File: src/rtl/evfilt_pkg.sv
package evfilt_pkg;
   // Control word bit positions (software decodes these)
   localparam int unsigned CTL_MASTER_BIT = 1;
   localparam int unsigned CTL_TAG_BIT    = 2;
   localparam int unsigned CTL_SRC_BIT    = 4;
   localparam int unsigned CTL_TGT_BIT    = 5;
   // Packed field positions inside the source and target words
   localparam int unsigned LO_FIELD_LSB   = 1;
   localparam int unsigned HI_FIELD_LSB   = 12;

   typedef enum logic [1:0] {
      SEL_NONE = 2'd0,
      SEL_CTRL = 2'd1,
      SEL_SRC  = 2'd2,
      SEL_TGT  = 2'd3
   } word_sel_e;
endpackage

File: src/rtl/evfilt_regs.sv
module evfilt_regs
   import evfilt_pkg::*;
#(
   parameter int unsigned ADDR_W = 4,
   parameter int unsigned DATA_W = 32,
   parameter int unsigned ID_W   = 11,
   parameter logic [ADDR_W-1:0] CTRL_OFS = 'h0,
   parameter logic [ADDR_W-1:0] SRC_OFS  = 'h4,
   parameter logic [ADDR_W-1:0] TGT_OFS  = 'h8
) (
   input  logic              clk,
   input  logic              rst_n,
   input  logic              wr_en,
   input  logic [ADDR_W-1:0] wr_addr,
   input  logic [DATA_W-1:0] wr_data,
   input  logic [ADDR_W-1:0] rd_addr,
   output logic [DATA_W-1:0] rd_data,
   output logic              master_en,
   output logic              tag_en,
   output logic              src_en,
   output logic              tgt_en,
   output logic [ID_W-1:0]   src_cmd,
   output logic [ID_W-1:0]   src_msk,
   output logic [ID_W-1:0]   tgt_min,
   output logic [ID_W-1:0]   tgt_max
);
   localparam logic [DATA_W-1:0] ONE        = DATA_W'(1);
   localparam logic [DATA_W-1:0] CTRL_MASK  = (ONE << CTL_MASTER_BIT) | (ONE << CTL_TAG_BIT)
                                            | (ONE << CTL_SRC_BIT)    | (ONE << CTL_TGT_BIT);
   localparam logic [DATA_W-1:0] FIELD_ONES = (ONE << ID_W) - ONE;
   localparam logic [DATA_W-1:0] PAIR_MASK  = (FIELD_ONES << LO_FIELD_LSB)
                                            | (FIELD_ONES << HI_FIELD_LSB);

   if (HI_FIELD_LSB + ID_W > DATA_W) begin : g_bad_width
      $error("evfilt_regs: ID_W does not fit in DATA_W");
   end
   if (ID_W + LO_FIELD_LSB > HI_FIELD_LSB) begin : g_bad_overlap
      $error("evfilt_regs: ID_W makes the packed fields overlap");
   end
   if (CTRL_OFS == SRC_OFS || CTRL_OFS == TGT_OFS || SRC_OFS == TGT_OFS) begin : g_bad_map
      $error("evfilt_regs: word offsets must differ");
   end

   logic [DATA_W-1:0] ctrl_q, src_q, tgt_q;
   word_sel_e         wr_sel, rd_sel;

   function automatic word_sel_e decode(input logic [ADDR_W-1:0] a);
      if (a == CTRL_OFS)     return SEL_CTRL;
      else if (a == SRC_OFS) return SEL_SRC;
      else if (a == TGT_OFS) return SEL_TGT;
      else                   return SEL_NONE;
   endfunction

   assign wr_sel = decode(wr_addr);
   assign rd_sel = decode(rd_addr);

   always_ff @(posedge clk or negedge rst_n) begin
      if (!rst_n) begin
         ctrl_q <= '0;
         src_q  <= '0;
         tgt_q  <= '0;
      end else if (wr_en) begin
         case (wr_sel)
            SEL_CTRL: ctrl_q <= wr_data & CTRL_MASK;
            SEL_SRC:  src_q  <= wr_data & PAIR_MASK;
            SEL_TGT:  tgt_q  <= wr_data & PAIR_MASK;
            default:  ;
         endcase
      end
   end

   always_comb begin
      case (rd_sel)
         SEL_CTRL: rd_data = ctrl_q;
         SEL_SRC:  rd_data = src_q;
         SEL_TGT:  rd_data = tgt_q;
         default:  rd_data = '0;
      endcase
   end

   assign master_en = ctrl_q[CTL_MASTER_BIT];
   assign tag_en    = ctrl_q[CTL_TAG_BIT];
   assign src_en    = ctrl_q[CTL_SRC_BIT];
   assign tgt_en    = ctrl_q[CTL_TGT_BIT];
   assign src_cmd   = src_q[LO_FIELD_LSB +: ID_W];
   assign src_msk   = src_q[HI_FIELD_LSB +: ID_W];
   assign tgt_min   = tgt_q[LO_FIELD_LSB +: ID_W];
   assign tgt_max   = tgt_q[HI_FIELD_LSB +: ID_W];

   AST_BITS_ZERO: assert property (@(posedge clk) disable iff (!rst_n)
      ((ctrl_q & ~CTRL_MASK) == '0) && ((src_q & ~PAIR_MASK) == '0))
      else $error("unlisted configuration bit set");
endmodule

File: src/rtl/evfilt_match.sv
module evfilt_match #(
   parameter int unsigned ID_W = 11
) (
   input  logic            master_en,
   input  logic            tag_en,
   input  logic            src_en,
   input  logic            tgt_en,
   input  logic [ID_W-1:0] src_cmd,
   input  logic [ID_W-1:0] src_msk,
   input  logic [ID_W-1:0] tgt_min,
   input  logic [ID_W-1:0] tgt_max,
   input  logic [ID_W-1:0] tgt_id,
   input  logic [ID_W-1:0] src_id,
   input  logic            tag,
   output logic            accept
);
   if (ID_W < 1) begin : g_bad_id
      $error("evfilt_match: ID_W must be at least 1");
   end

   logic [ID_W-1:0] src_diff;
   logic            src_ok, tgt_ok, tag_ok, win_ok, in_win;

   // per-bit masked compare; a set mask bit removes that position
   for (genvar b = 0; b < ID_W; b++) begin : g_cmp
      assign src_diff[b] = (src_id[b] ^ src_cmd[b]) & ~src_msk[b];
   end

   assign win_ok = (tgt_max != '0) && (tgt_max >= tgt_min);
   assign in_win = (tgt_id >= tgt_min) && (tgt_id <= tgt_max);

   assign src_ok = !src_en || (src_cmd == '0) || (src_diff == '0);
   assign tgt_ok = !tgt_en || (win_ok && in_win);
   assign tag_ok = !tag_en || tag;

   assign accept = !master_en || (src_ok && tgt_ok && tag_ok);
endmodule

File: src/rtl/txn_event_filter.sv
module txn_event_filter #(
   parameter int unsigned ADDR_W = 4,
   parameter int unsigned DATA_W = 32,
   parameter int unsigned ID_W   = 11,
   parameter logic [ADDR_W-1:0] CTRL_OFS = 'h0,
   parameter logic [ADDR_W-1:0] SRC_OFS  = 'h4,
   parameter logic [ADDR_W-1:0] TGT_OFS  = 'h8
) (
   input  logic              clk,
   input  logic              rst_n,
   input  logic              cfg_wr_en,
   input  logic [ADDR_W-1:0] cfg_wr_addr,
   input  logic [DATA_W-1:0] cfg_wr_data,
   input  logic [ADDR_W-1:0] cfg_rd_addr,
   output logic [DATA_W-1:0] cfg_rd_data,
   input  logic              txn_valid,
   input  logic              txn_event,
   input  logic [ID_W-1:0]   txn_tgt_id,
   input  logic [ID_W-1:0]   txn_src_id,
   input  logic              txn_tag,
   output logic              cnt_pulse
);
   logic            master_en, tag_en, src_en, tgt_en, accept, pulse_q;
   logic [ID_W-1:0] src_cmd, src_msk, tgt_min, tgt_max;

   evfilt_regs #(
      .ADDR_W(ADDR_W), .DATA_W(DATA_W), .ID_W(ID_W),
      .CTRL_OFS(CTRL_OFS), .SRC_OFS(SRC_OFS), .TGT_OFS(TGT_OFS)
   ) u_regs (
      .clk(clk), .rst_n(rst_n),
      .wr_en(cfg_wr_en), .wr_addr(cfg_wr_addr), .wr_data(cfg_wr_data),
      .rd_addr(cfg_rd_addr), .rd_data(cfg_rd_data),
      .master_en(master_en), .tag_en(tag_en), .src_en(src_en), .tgt_en(tgt_en),
      .src_cmd(src_cmd), .src_msk(src_msk), .tgt_min(tgt_min), .tgt_max(tgt_max)
   );

   evfilt_match #(.ID_W(ID_W)) u_match (
      .master_en(master_en), .tag_en(tag_en), .src_en(src_en), .tgt_en(tgt_en),
      .src_cmd(src_cmd), .src_msk(src_msk), .tgt_min(tgt_min), .tgt_max(tgt_max),
      .tgt_id(txn_tgt_id), .src_id(txn_src_id), .tag(txn_tag),
      .accept(accept)
   );

   always_ff @(posedge clk or negedge rst_n) begin
      if (!rst_n) pulse_q <= 1'b0;
      else        pulse_q <= txn_valid && txn_event && accept;
   end

   assign cnt_pulse = pulse_q;

   AST_PULSE_NEEDS_TXN: assert property (@(posedge clk) disable iff (!rst_n)
      cnt_pulse |-> $past(txn_valid && txn_event))
      else $error("pulse without a transaction event");

   AST_MASTER_OFF_PASS: assert property (@(posedge clk) disable iff (!rst_n)
      (txn_valid && txn_event && !master_en) |=> cnt_pulse)
      else $error("event dropped with filtering off");

   AST_BAD_WINDOW_BLOCKS: assert property (@(posedge clk) disable iff (!rst_n)
      (txn_valid && txn_event && master_en && tgt_en &&
       (tgt_max == '0 || tgt_max < tgt_min)) |=> !cnt_pulse)
      else $error("event passed an invalid window");

   AST_TAG_REQUIRED: assert property (@(posedge clk) disable iff (!rst_n)
      (txn_valid && txn_event && master_en && tag_en && !txn_tag) |=> !cnt_pulse)
      else $error("untagged event passed");
endmodule

File: config.mk
export PLATFORM = sky130hd
export DESIGN_NAME = txn_event_filter
export DESIGN_NICKNAME = d
export VERILOG_FILES = /design/src/rtl/evfilt_pkg.sv /design/src/rtl/evfilt_regs.sv /design/src/rtl/evfilt_match.sv /design/src/rtl/txn_event_filter.sv
export SDC_FILE = /design/constraint.sdc
export NUM_CORES = 1
export LEC_CHECK = 0
export ABC_AREA = 1
export BUFFER_PORTS_ARGS = -buffer_cell sky130_fd_sc_hd__buf_4
export CAP_MARGIN = 10
export CORE_UTILIZATION = 50
export CTS_CLUSTER_SIZE = 30
export DETAILED_ROUTE_END_ITERATION = 10
export GPL_TIMING_DRIVEN = 0
export HOLD_SLACK_MARGIN = 0.1
export PLACE_DENSITY = 0.78
export REMOVE_ABC_BUFFERS = 1
export SYNTH_ARGS = -nofsm -noshare
export SYNTH_HDL_FRONTEND = slang
export SYNTH_SLANG_ARGS = --single-unit
File: constraint.sdc
create_clock -name clk -period 2.1 [get_ports clk]
set_clock_uncertainty 0.05 [all_clocks]
set_input_delay 0.525 -clock clk [delete_from_list [all_inputs] [get_ports clk]]
set_output_delay 0.525 -clock clk [all_outputs]
set_load 0.005 [all_outputs]
==> results of run 1 <==
[through the flow]
step / total power (uW) / utilization / setup TNS, ns
floorplan: 2030 / - / -5.02
global placement: 2370 / 0.620 / -27.00
detailed placement: 2430 / 0.620 / -28.52
CTS: 3100 / 0.651 / 0
global route: 3360 / 0.657 / -0.0678
finish: 3110 / 0.657 / 0
[power breakdown]
| part | switching (uW) | internal [uW] |
|---|---|---|
| clock | 305 | 346 |
| combinational | 669 | 480 |
| sequential | 179 | 1130 |
| total | 1150 | 1960 |
[sequential cells by signal, summed over array words and instances, names as in the netlist]
signal	count
u_regs.ctrl_q	4
u_regs.src_q	22
u_regs.tgt_q	22
cnt_pulse	1
[synth_stat cells, types with 2 or more instances]
cell        n  area share
dfrtp_1    49        0.36
nand4_1     4      0.0074
xor2_1      2      0.0051
nor2_1     34       0.037
a21oi_1    11       0.016
buf_4      10       0.022
clkbuf_1   10       0.011
o221ai_1    4       0.010
nor2_2      3      0.0055
inv_1      85       0.094
o22ai_1     8       0.015
buf_2       3      0.0044
nand3b_1    3      0.0066
nand3_1    18       0.026
nand2_1   128        0.14
ha_1       33        0.12
o21ai_0    60       0.088
[path summary, 6_finish.rpt]
check	endpoint	cells past startpoint	slack, ns	from
setup / recovery	cfg_rd_data[4]	6	0.03	cfg_rd_addr[2]
hold / removal	u_regs.src_q[10]	1	0.18	rst_n
setup reg to reg	cnt_pulse	11	0.27	u_regs.tgt_q[22]
hold reg to reg	u_regs.src_q[19]	2	0.45	u_regs.src_q[19]
max in group asynchronous	u_regs.tgt_q[20]	1	1.40	rst_n
min in group clk	cnt_pulse	3	0.40	txn_event
[cells by family (layout without fill, tap and decap cells)]
| group | count (synthesis) | after routing | synth area share |
|---|---|---|---|
| AO/OA/AOI/OAI | 89 | 89 | 0.144 |
| adder cells (fa/ha/maj) | 33 | 33 | 0.121 |
| XOR/XNOR | 3 | 3 | 0.00772 |
| flip-flops | 49 | 49 | 0.360 |
| other | 1 | 10 | 0.00110 |
| buffers and inverters | 108 | 179 | 0.131 |
| AND/OR/NAND/NOR | 194 | 195 | 0.235 |
[routing by layer]
layer	part of all wire	wire, um	track usage	vias to the layer above
met4	0.022	196	0.0894	0
met2	0.50	4560	0.440	149
li1	-	-	-	1658
met3	0.061	559	0.0383	18
met1	0.42	3780	0.333	1542
met5	0	0	0	-
[area by class of cell]
cell class                 instances  area (sq um)  share of cell area
multi-input combinational        330          1840               0.433
sequential                        49          1230               0.289
clock inverter                     2          35.0             0.00825
inverter                          85           323              0.0760
timing repair buffer              87           657               0.155
tap                               77          96.3              0.0227
clock buffer                       5          68.8              0.0162
[timing repair]
action / 4_1_cts / 5_1_grt
gates resized for setup: 11 / 4
pin swaps: 3 / 1
gates cloned: 1 / 0
setup buffers: 5 / 2
endpoints found under the setup margin: 22 / 16
==> qor.csv, run 1 <==
metric;value;unit
pwr dens;733;nW/um^2
Antenna Nets Post-Route;0;
routability congestion estimate;0.876;
Die Y-Extent;84.5;um
Max H-tree Level;2;
CTS tree;yes;
Synth Register Bits;49;
Slew Viols, Final;0;
Chip Width;84.5;um
final WL;9090;um
ys flop type;dfrtp_1;
min Tclk post-route;2.07;ns
sequential share of the synthesized area;0.360;
DR vias;3367;
# IOs;101;
largest net degree at the start of global routing;50;
violations in the final reports;DRC;
number of synthesized flops with an enable pin;0;
unrepaired setup endpoints after global routing;true;
commonest cells after routing, fill and taps aside;127 x nand2_1, 86 x buf_4, 84 x inv_1;
Worst path top cell family by delay;buffers and inverters;
DR iter-0 viols;252;
Skew-Pair Late Insertion Delay;0.30;ns
Critical Path RT;1.52;ns
Hold WS;0.183;ns
average size of a mapped cell;7.13;sq um
CP bufs+invs;3;
commonest non-fill, non-tap cell in the layout;nand2_1;
Clock Pin Slew Worst Setup and Hold Paths;0.08;ns
crit start category;primary input;
Worst Path Arrival;1.50;ns
Setup WS post-layout;0.0276;ns
Rows;29;
WL per Instance;14.3;um
Post-Layout Cell Count;635;
synth warn;0;
slew margin rel.;0.471;
most used cell, CP;buf_4;
worst-case clock buffer depth;2;
CP max-delay cell;o221ai_1;
Final nets;659;
drt pass-1 iters;9;
drt via density;5.30;
maximum VDD drop;507;uV
Inst Count DP;620;
synthesized instance count;477;
Slew @ Worst Pin;0.792;ns
Syn Std Cell Area;3400;sq um
Critical Path, Cell by Cell;buf_4 -> clkinvlp_4 -> nor2_4 -> nand2_4 -> o221ai_1 -> buf_4;
# Max-Cap Violations;0;
Post-Place Cell Area;4010;sq um
Num CTS Buffers;5;
layout cells sized above 1;0.195;
critical path type;in2out;
initial antenna violation count;0;
Core Region;6460;sq um
Worst Path Max Fanout;12;
Peak Freq;0.483;GHz
element type at the critical path end;output pin;
post-route cell area;4250;sq um
Die Area;7140;sq um
Synth async-reset ratio;1.00;
HPWL after DPL;6590;um
final period utilization;0.987;
CP max stage delay;0.23;ns
initial core utilization;0.527;
PortBufs;80;
total track usage;0.257;
CTS root buffer;clkbuf_8;
Worst Hold Class;in2async;
pre-CTS WS;-1.31;ns
n_diodes;0;
status;complete, but fails checks;
Leak;0.00235;uW
Hold Vio Cnt, Final;0;
Hold Buf Count CTS;0;
synthesis-to-finish area growth;24.8;%
Setup violations, final;0;
fillers;573;
first-pass GRT wire length;14400;um
DRC Markers;4;
Netlist cell types;29;
Num Clock Sinks;49;
GR Overflow Total;0;
vias in the first global route;3152;
(Power assumes the default switching activity.)
==> inputs of run 2 (changes only) <==
PLACE_DENSITY = 0.83   (was 0.78)
==> run 2 against run 1 <==
Effect of this change: the run still ends with DRC left; count of clock-buffer cells in the layout did not move; combinational power about the same; critical path depth unchanged; register-to-register slack improved by 0.05 ns; sequential share of layout area up 0.077 points; core utilization decreased by 0.17 points; die area did not move; first-iteration DRC count rose by 15%; wire length rose by 1.8%; final cell count down 0.16%; critical path type unchanged; critical endpoint is now cfg_rd_data[12]; largest cell class unchanged; largest power group unchanged.
==> qor.csv, run 2 (synthesis results as in run 1) <==
metric;value;unit
drt pass-1 iters;8;
Num CTS Buffers;5;
Worst R2R Path Depth;11;
GR Overflow Total;0;
Critical Path, Cell by Cell;buf_4 -> clkinvlp_4 -> buf_4 -> nand3_4 -> o21ai_0 -> buf_4;
first-pass GRT wire length;14900;um
drt via density;5.50;
DRC Markers;9;
Hold WS;0.175;ns
most used cell, CP;buf_4;
DR iter-0 viols;289;
Leak;0.00233;uW
Antenna Nets Post-Route;0;
Clock Pin Slew Worst Setup and Hold Paths;0.08;ns
CTS tree;yes;
Worst path top cell family by delay;buffers and inverters;
Rows;29;
CP max-delay cell;o21ai_0;
Hold Vio Cnt, Final;0;
CTS root buffer;clkbuf_8;
layout cells sized above 1;0.197;
GR Util met3;0.0364;
# Max-Cap Violations;0;
Slew @ Worst Pin;0.811;ns
CP bufs+invs;4;
# IOs;101;
slew margin rel.;0.459;
initial core utilization;0.527;
Reg-to-Reg End;cnt_pulse;
met1 usage;0.326;
synthesis-to-finish area growth;24.4;%
element type at the critical path end;output pin;
Slew Viols, Final;0;
status;complete, but fails checks;
commonest cells after routing, fill and taps aside;127 x nand2_1, 84 x inv_1, 84 x buf_4;
largest net degree at the start of global routing;50;
critical path type;in2out;
Setup violations, final;0;
fillers;565;
Peak Freq;0.481;GHz
Die Y-Extent;84.5;um
maximum VDD drop;490;uV
routability congestion estimate;0.894;
Die Area;7140;sq um
final WL;9260;um
worst-case clock buffer depth;2;
crit path launch;cfg_rd_addr[2];
setup_tns;0;ns
Skew-Pair Late Insertion Delay;0.31;ns
Critical Path RT;1.52;ns
Core Region;6460;sq um
Num Clock Sinks;49;
violations in the final reports;DRC;
largest registers;u_regs.src_q x22, u_regs.tgt_q x22, u_regs.ctrl_q x4;
Crit path depth;6;
final period utilization;0.990;
Worst Hold Class;in2async;
WL per Instance;14.6;um
total track usage;0.263;
min Tclk post-route;2.08;ns
commonest non-fill, non-tap cell in the layout;nand2_1;
pre-CTS WS;-1.25;ns
vias in the first global route;3284;
Worst Path Arrival;1.50;ns
Setup WS post-layout;0.0211;ns
met2 Use GR;0.463;
Max H-tree Level;2;
crit start category;primary input;
CP endpoint;cfg_rd_data[12];
PortBufs;80;
worst r2r src;u_regs.tgt_q[22];
pwr dens;713;nW/um^2
CP max stage delay;0.27;ns
Chip Width;84.5;um
n_diodes;0;
unrepaired setup endpoints after global routing;true;
HPWL after DPL;6730;um
r2r setup slk;0.32;ns
GRT Max-Usage Layer;met2;
DR vias;3484;
Final nets;657;
Worst Path Max Fanout;11;
initial antenna violation count;0;
==> run 2: cell count changes in the layout (fill, tap and decap cells not counted) <==
cell        previous run  this run
clkinv_2               1         2
buf_4                 86        84
o21ai_0               59        57
o221ai_1               4         2
clkinvlp_4             1         2
o21ai_1                2         4
buf_6                  1         0
buf_12                 0         1
bufinv_16              1         0
o221ai_2               0         2
==> run 2: area by class of cell <==
class,count,area (sq um),area share
flip-flops and latches,49,1230,0.290
clock buffers,5,68.8,0.0162
clock inverters,3,17.5,0.00414
well taps,77,96.3,0.0227
inverters,85,323,0.0762
multi-input cells,330,1850,0.438
repair buffers,85,651,0.154
==> run 2: how the worst min path moves through the flow <==
| stage | start | end | slack, ns |
|---|---|---|---|
| 2_1_floorplan | rst_n | cnt_pulse | 0.18 |
| 3_3_place_gp | u_regs.tgt_q[5] | u_regs.tgt_q[5] | 0.42 |
| 3_5_place_dp | u_regs.tgt_q[8] | u_regs.tgt_q[8] | 0.42 |
| 4_1_cts | rst_n | u_regs.tgt_q[10] | 0.19 |
| 5_1_grt | rst_n | u_regs.tgt_q[10] | 0.21 |
| 6_report | rst_n | u_regs.tgt_q[9] | 0.18 |
==> run 2: report_power, final <==
part / switching [uW] / leakage [uW] / internal [uW]
combinational: 683 / 0.00166 / 481
sequential: 181 / 0.000623 / 1130
clock: 312 / 0.0000439 / 230
==> run 2: worst reg2reg max path: stages, from the launching register on <==
cell,delay [ns]
dfrtp_1,0.42
inv_1,0.10
ha_1,0.29
nand2_1,0.07
inv_1,0.05
a21oi_1,0.19
nand3_1,0.10
nand2_1,0.06
nand2_1,0.08
o21bai_2,0.13
nand2_1,0.07
a21oi_2,0.12
==> run 2: timing repair <==
item,4_1_cts,5_1_grt
pin swaps,3,1
setup buffers,4,1
gates cloned,1,0
endpoints found under the setup margin,22,28
hold buffers,0,0
resized for setup,13,5
==> run 2: metrics by stage <==
stage | power, uW | std cells | instance area [sq um] | util
2_1_floorplan | 2030 | 463 | 3310 | -
3_5_place_dp | 2430 | 620 | 4010 | 0.620
5_1_grt | 3260 | 634 | 4240 | 0.656
4_1_cts | 2990 | 633 | 4200 | 0.651
6_report | 3020 | 634 | 4240 | 0.656
3_3_place_gp | 2360 | 620 | 4010 | 0.620
==> run 2: metal layers <==
metal | share of wire | vias up
met5 | 0 | -
met4 | 0.032 | 0
met3 | 0.076 | 32
met2 | 0.50 | 193
met1 | 0.39 | 1604
li1 | - | 1655
==> inputs of run 3 (changes only) <==
ABC_AREA = default   (was 1)
GPL_TIMING_DRIVEN = default   (was 0)
PLACE_DENSITY = 0.84   (was 0.83)
==> run 3 against run 2 <==
Effect of this change: the flow now finishes without violations; die area decreased by 6.2%; worst setup slack got worse by 0.0062 ns; area after synthesis decreased by 6.4%; critical path type unchanged; worst hold slack hardly changed; global-route usage decreased by 0.21 points; final cell count shrank 29%; largest power group unchanged; final area decreased by 4.3%; total power grew 6.0%; sequential power increased by 9.9%; sequential share of layout area rose by 1.3 points; non-clock buffer count grew 3; combinational power down 9%.
==> qor.csv, run 3 <==
metric;value;unit
fillers;449;
Chip Width;81.8;um
post-route cell area;4060;sq um
Max H-tree Level;2;
Final nets;477;
Slew @ Worst Pin;0.616;ns
setup_tns;0;ns
commonest cells in the netlist;49 x dfrtp_1, 48 x mux2_2, 33 x ha_1;
Adder-Cell Fraction of Synth Area;0.130;
final WL;8120;um
GR Util met3;0.0556;
crit start category;primary input;
maximum VDD drop;584;uV
unrepaired setup endpoints after global routing;true;
element type at the critical path end;output pin;
Clock Pin Slew Worst Setup and Hold Paths;0.09;ns
Antenna Nets Post-Route;0;
total track usage;0.261;
routability congestion estimate;0.881;
synthesis-to-finish area growth;27.3;%
Worst Path Arrival;1.51;ns
synthesized instance count;290;
DR vias;2658;
post-synthesis mux area share;0.170;
top cells by area, synth;dfrtp_1 38%, mux2_2 17%, ha_1 13%, a22o_1 4.9%, inv_1 3.2%;
n_diodes;0;
commonest non-fill, non-tap cell in the layout;buf_4;
Skew-Pair Late Insertion Delay;0.30;ns
xor/xnor share of the synthesized area;0.0302;
WL per Instance;18.0;um
final period utilization;0.993;
drt via density;5.88;
sequential share of the synthesized area;0.385;
# IOs;101;
Setup WS post-layout;0.0150;ns
DRC Markers;0;
Sequential Area;1230;sq um
post-synthesis simple-gate area fraction;0.0703;
largest registers;u_regs.src_q x22, u_regs.tgt_q x22, u_regs.ctrl_q x4;
number of synthesized flops with an enable pin;0;
GR Overflow Total;0;
Synth Register Bits;49;
status;completed;
min Tclk post-route;2.09;ns
Core Region;6030;sq um
Syn Std Cell Area;3190;sq um
Critical Path RT;1.52;ns
CTS tree;yes;
vias in the first global route;2698;
met2 Use GR;0.445;
drt pass-1 iters;5;
largest net degree at the start of global routing;50;
HPWL after DPL;6310;um
DR iter-0 viols;202;
pre-CTS WS;-0.0355;ns
main combinational cell family by area after synthesis;multiplexers;
Setup violations, final;0;
Yosys top cell area share;0.385;
commonest cells after routing, fill and taps aside;82 x buf_4, 49 x dfrtp_1, 48 x mux2_2;
Worst Hold Class;in2async;
first-pass GRT wire length;12900;um
Netlist cell types;35;
PortBufs;80;
ys flop type;dfrtp_1;
Hold Vio Cnt, Final;0;
initial core utilization;0.529;
Hold Buf Count CTS;0;
CTS root buffer;clkbuf_8;
Die Y-Extent;81.8;um
area of the multi-input gates;1800;sq um
Slew Viols, Final;0;
synth warn;0;
count leader, synth;dfrtp_1;
Leak;0.00198;uW
Rows;28;
Synth async-reset ratio;1.00;
layout cells sized above 1;0.403;
Peak Freq;0.480;GHz
slew margin rel.;0.589;
worst-case clock buffer depth;2;
Worst Path Max Fanout;14;
Num Clock Sinks;49;
Post-Place Cell Area;3930;sq um
Yosys top cell by area;dfrtp_1;
compound-cell area share of the yosys netlist;0.146;
critical path type;in2out;
Die Area;6690;sq um
initial antenna violation count;0;
# Max-Cap Violations;0;
GRT Max-Usage Layer;met2;
Num CTS Buffers;5;
average size of a mapped cell;11.0;sq um
met1 usage;0.329;
pwr dens;790;nW/um^2
-- run 3: changes by cell type after synthesis, moves of 4 or more --
cell      previous run  this run
a222oi_1             0         4
a22o_1               0        18
buf_2                3         8
clkbuf_1            10         0
inv_1               85        27
mux2_2               0        48
nand2_1            128        15
nand3_1             18         1
nor2_1              34        10
nor4_1               1         6
o21ai_0             60         6
o221ai_1             4         0
xnor2_1              1        11
-- run 3: metal layers --
metal  wire length (um)  share of wire
met3                623          0.077
met2               4090           0.50
met1               3290           0.41
met4                112          0.014
met5                  0              0
-- run 3: cell families (layout without fill, tap and decap cells) --
group,after synthesis,in the layout
adders and majority gates,33,33
DFF,49,49
muxes,48,48
other,1,10
xor gates and xnor gates,11,11
buffers and inverters,45,123
and+or+nand+nor,43,43
AOI/OAI and AO/OA,60,60
-- run 3: report_power, final --
part | switching, uW | leakage [uW] | internal, uW | total (uW)
logic | 490 | 0.00132 | 571 | 1060
registers | 277 | 0.000602 | 1160 | 1440
clock network | 316 | 0.0000585 | 389 | 704
total | 1080 | 0.00198 | 2120 | 3200
-- run 3: area by class of cell --
| type | instances | share of cell area |
|---|---|---|
| clock buffers | 7 | 0.0213 |
| clock inverters | 1 | 0.00741 |
| inverters | 27 | 0.0250 |
| multi-input cells | 205 | 0.444 |
| flip-flops and latches | 49 | 0.302 |
| well taps | 75 | 0.0231 |
| repair buffers | 88 | 0.177 |
-- run 3: timing repair --
item	4_1_cts	5_1_grt
resized for setup	0	3
setup endpoints to repair	0	21
setup buffers	0	1
-- run 3: per-stage QoR --
step | total power [uW] | hold WS (ns) | utilization | std cells
6_report | 3200 | 0.175 | 0.673 | 452
5_1_grt | 3400 | 0.231 | 0.673 | 452
2_1_floorplan | 2060 | 0.179 | - | 281
4_1_cts | 3200 | 0.196 | 0.671 | 452
3_3_place_gp | 2420 | 0.468 | 0.652 | 444
3_5_place_dp | 2500 | 0.476 | 0.652 | 444
-- run 3: final timing paths --
path | start | end | slack [ns] | cells after the start
hold reg to reg | u_regs.tgt_q[8] | u_regs.tgt_q[8] | 0.49 | 1
setup reg to reg | u_regs.tgt_q[8] | cnt_pulse | 0.18 | 8
max in group asynchronous | rst_n | u_regs.src_q[15] | 1.41 | 1
setup / recovery | cfg_rd_addr[1] | cfg_rd_data[14] | 0.01 | 6
min in group clk | cfg_wr_data[22] | u_regs.src_q[22] | 0.41 | 2
hold / removal | rst_n | u_regs.tgt_q[9] | 0.18 | 1
-- run 3: worst max-delay path, cell delays in order --
cell and delay [ns]:
buf_4 0.13, nor4b_4 0.25, buf_6 0.16, buf_12 0.14, a22o_1 0.17, buf_4 0.12
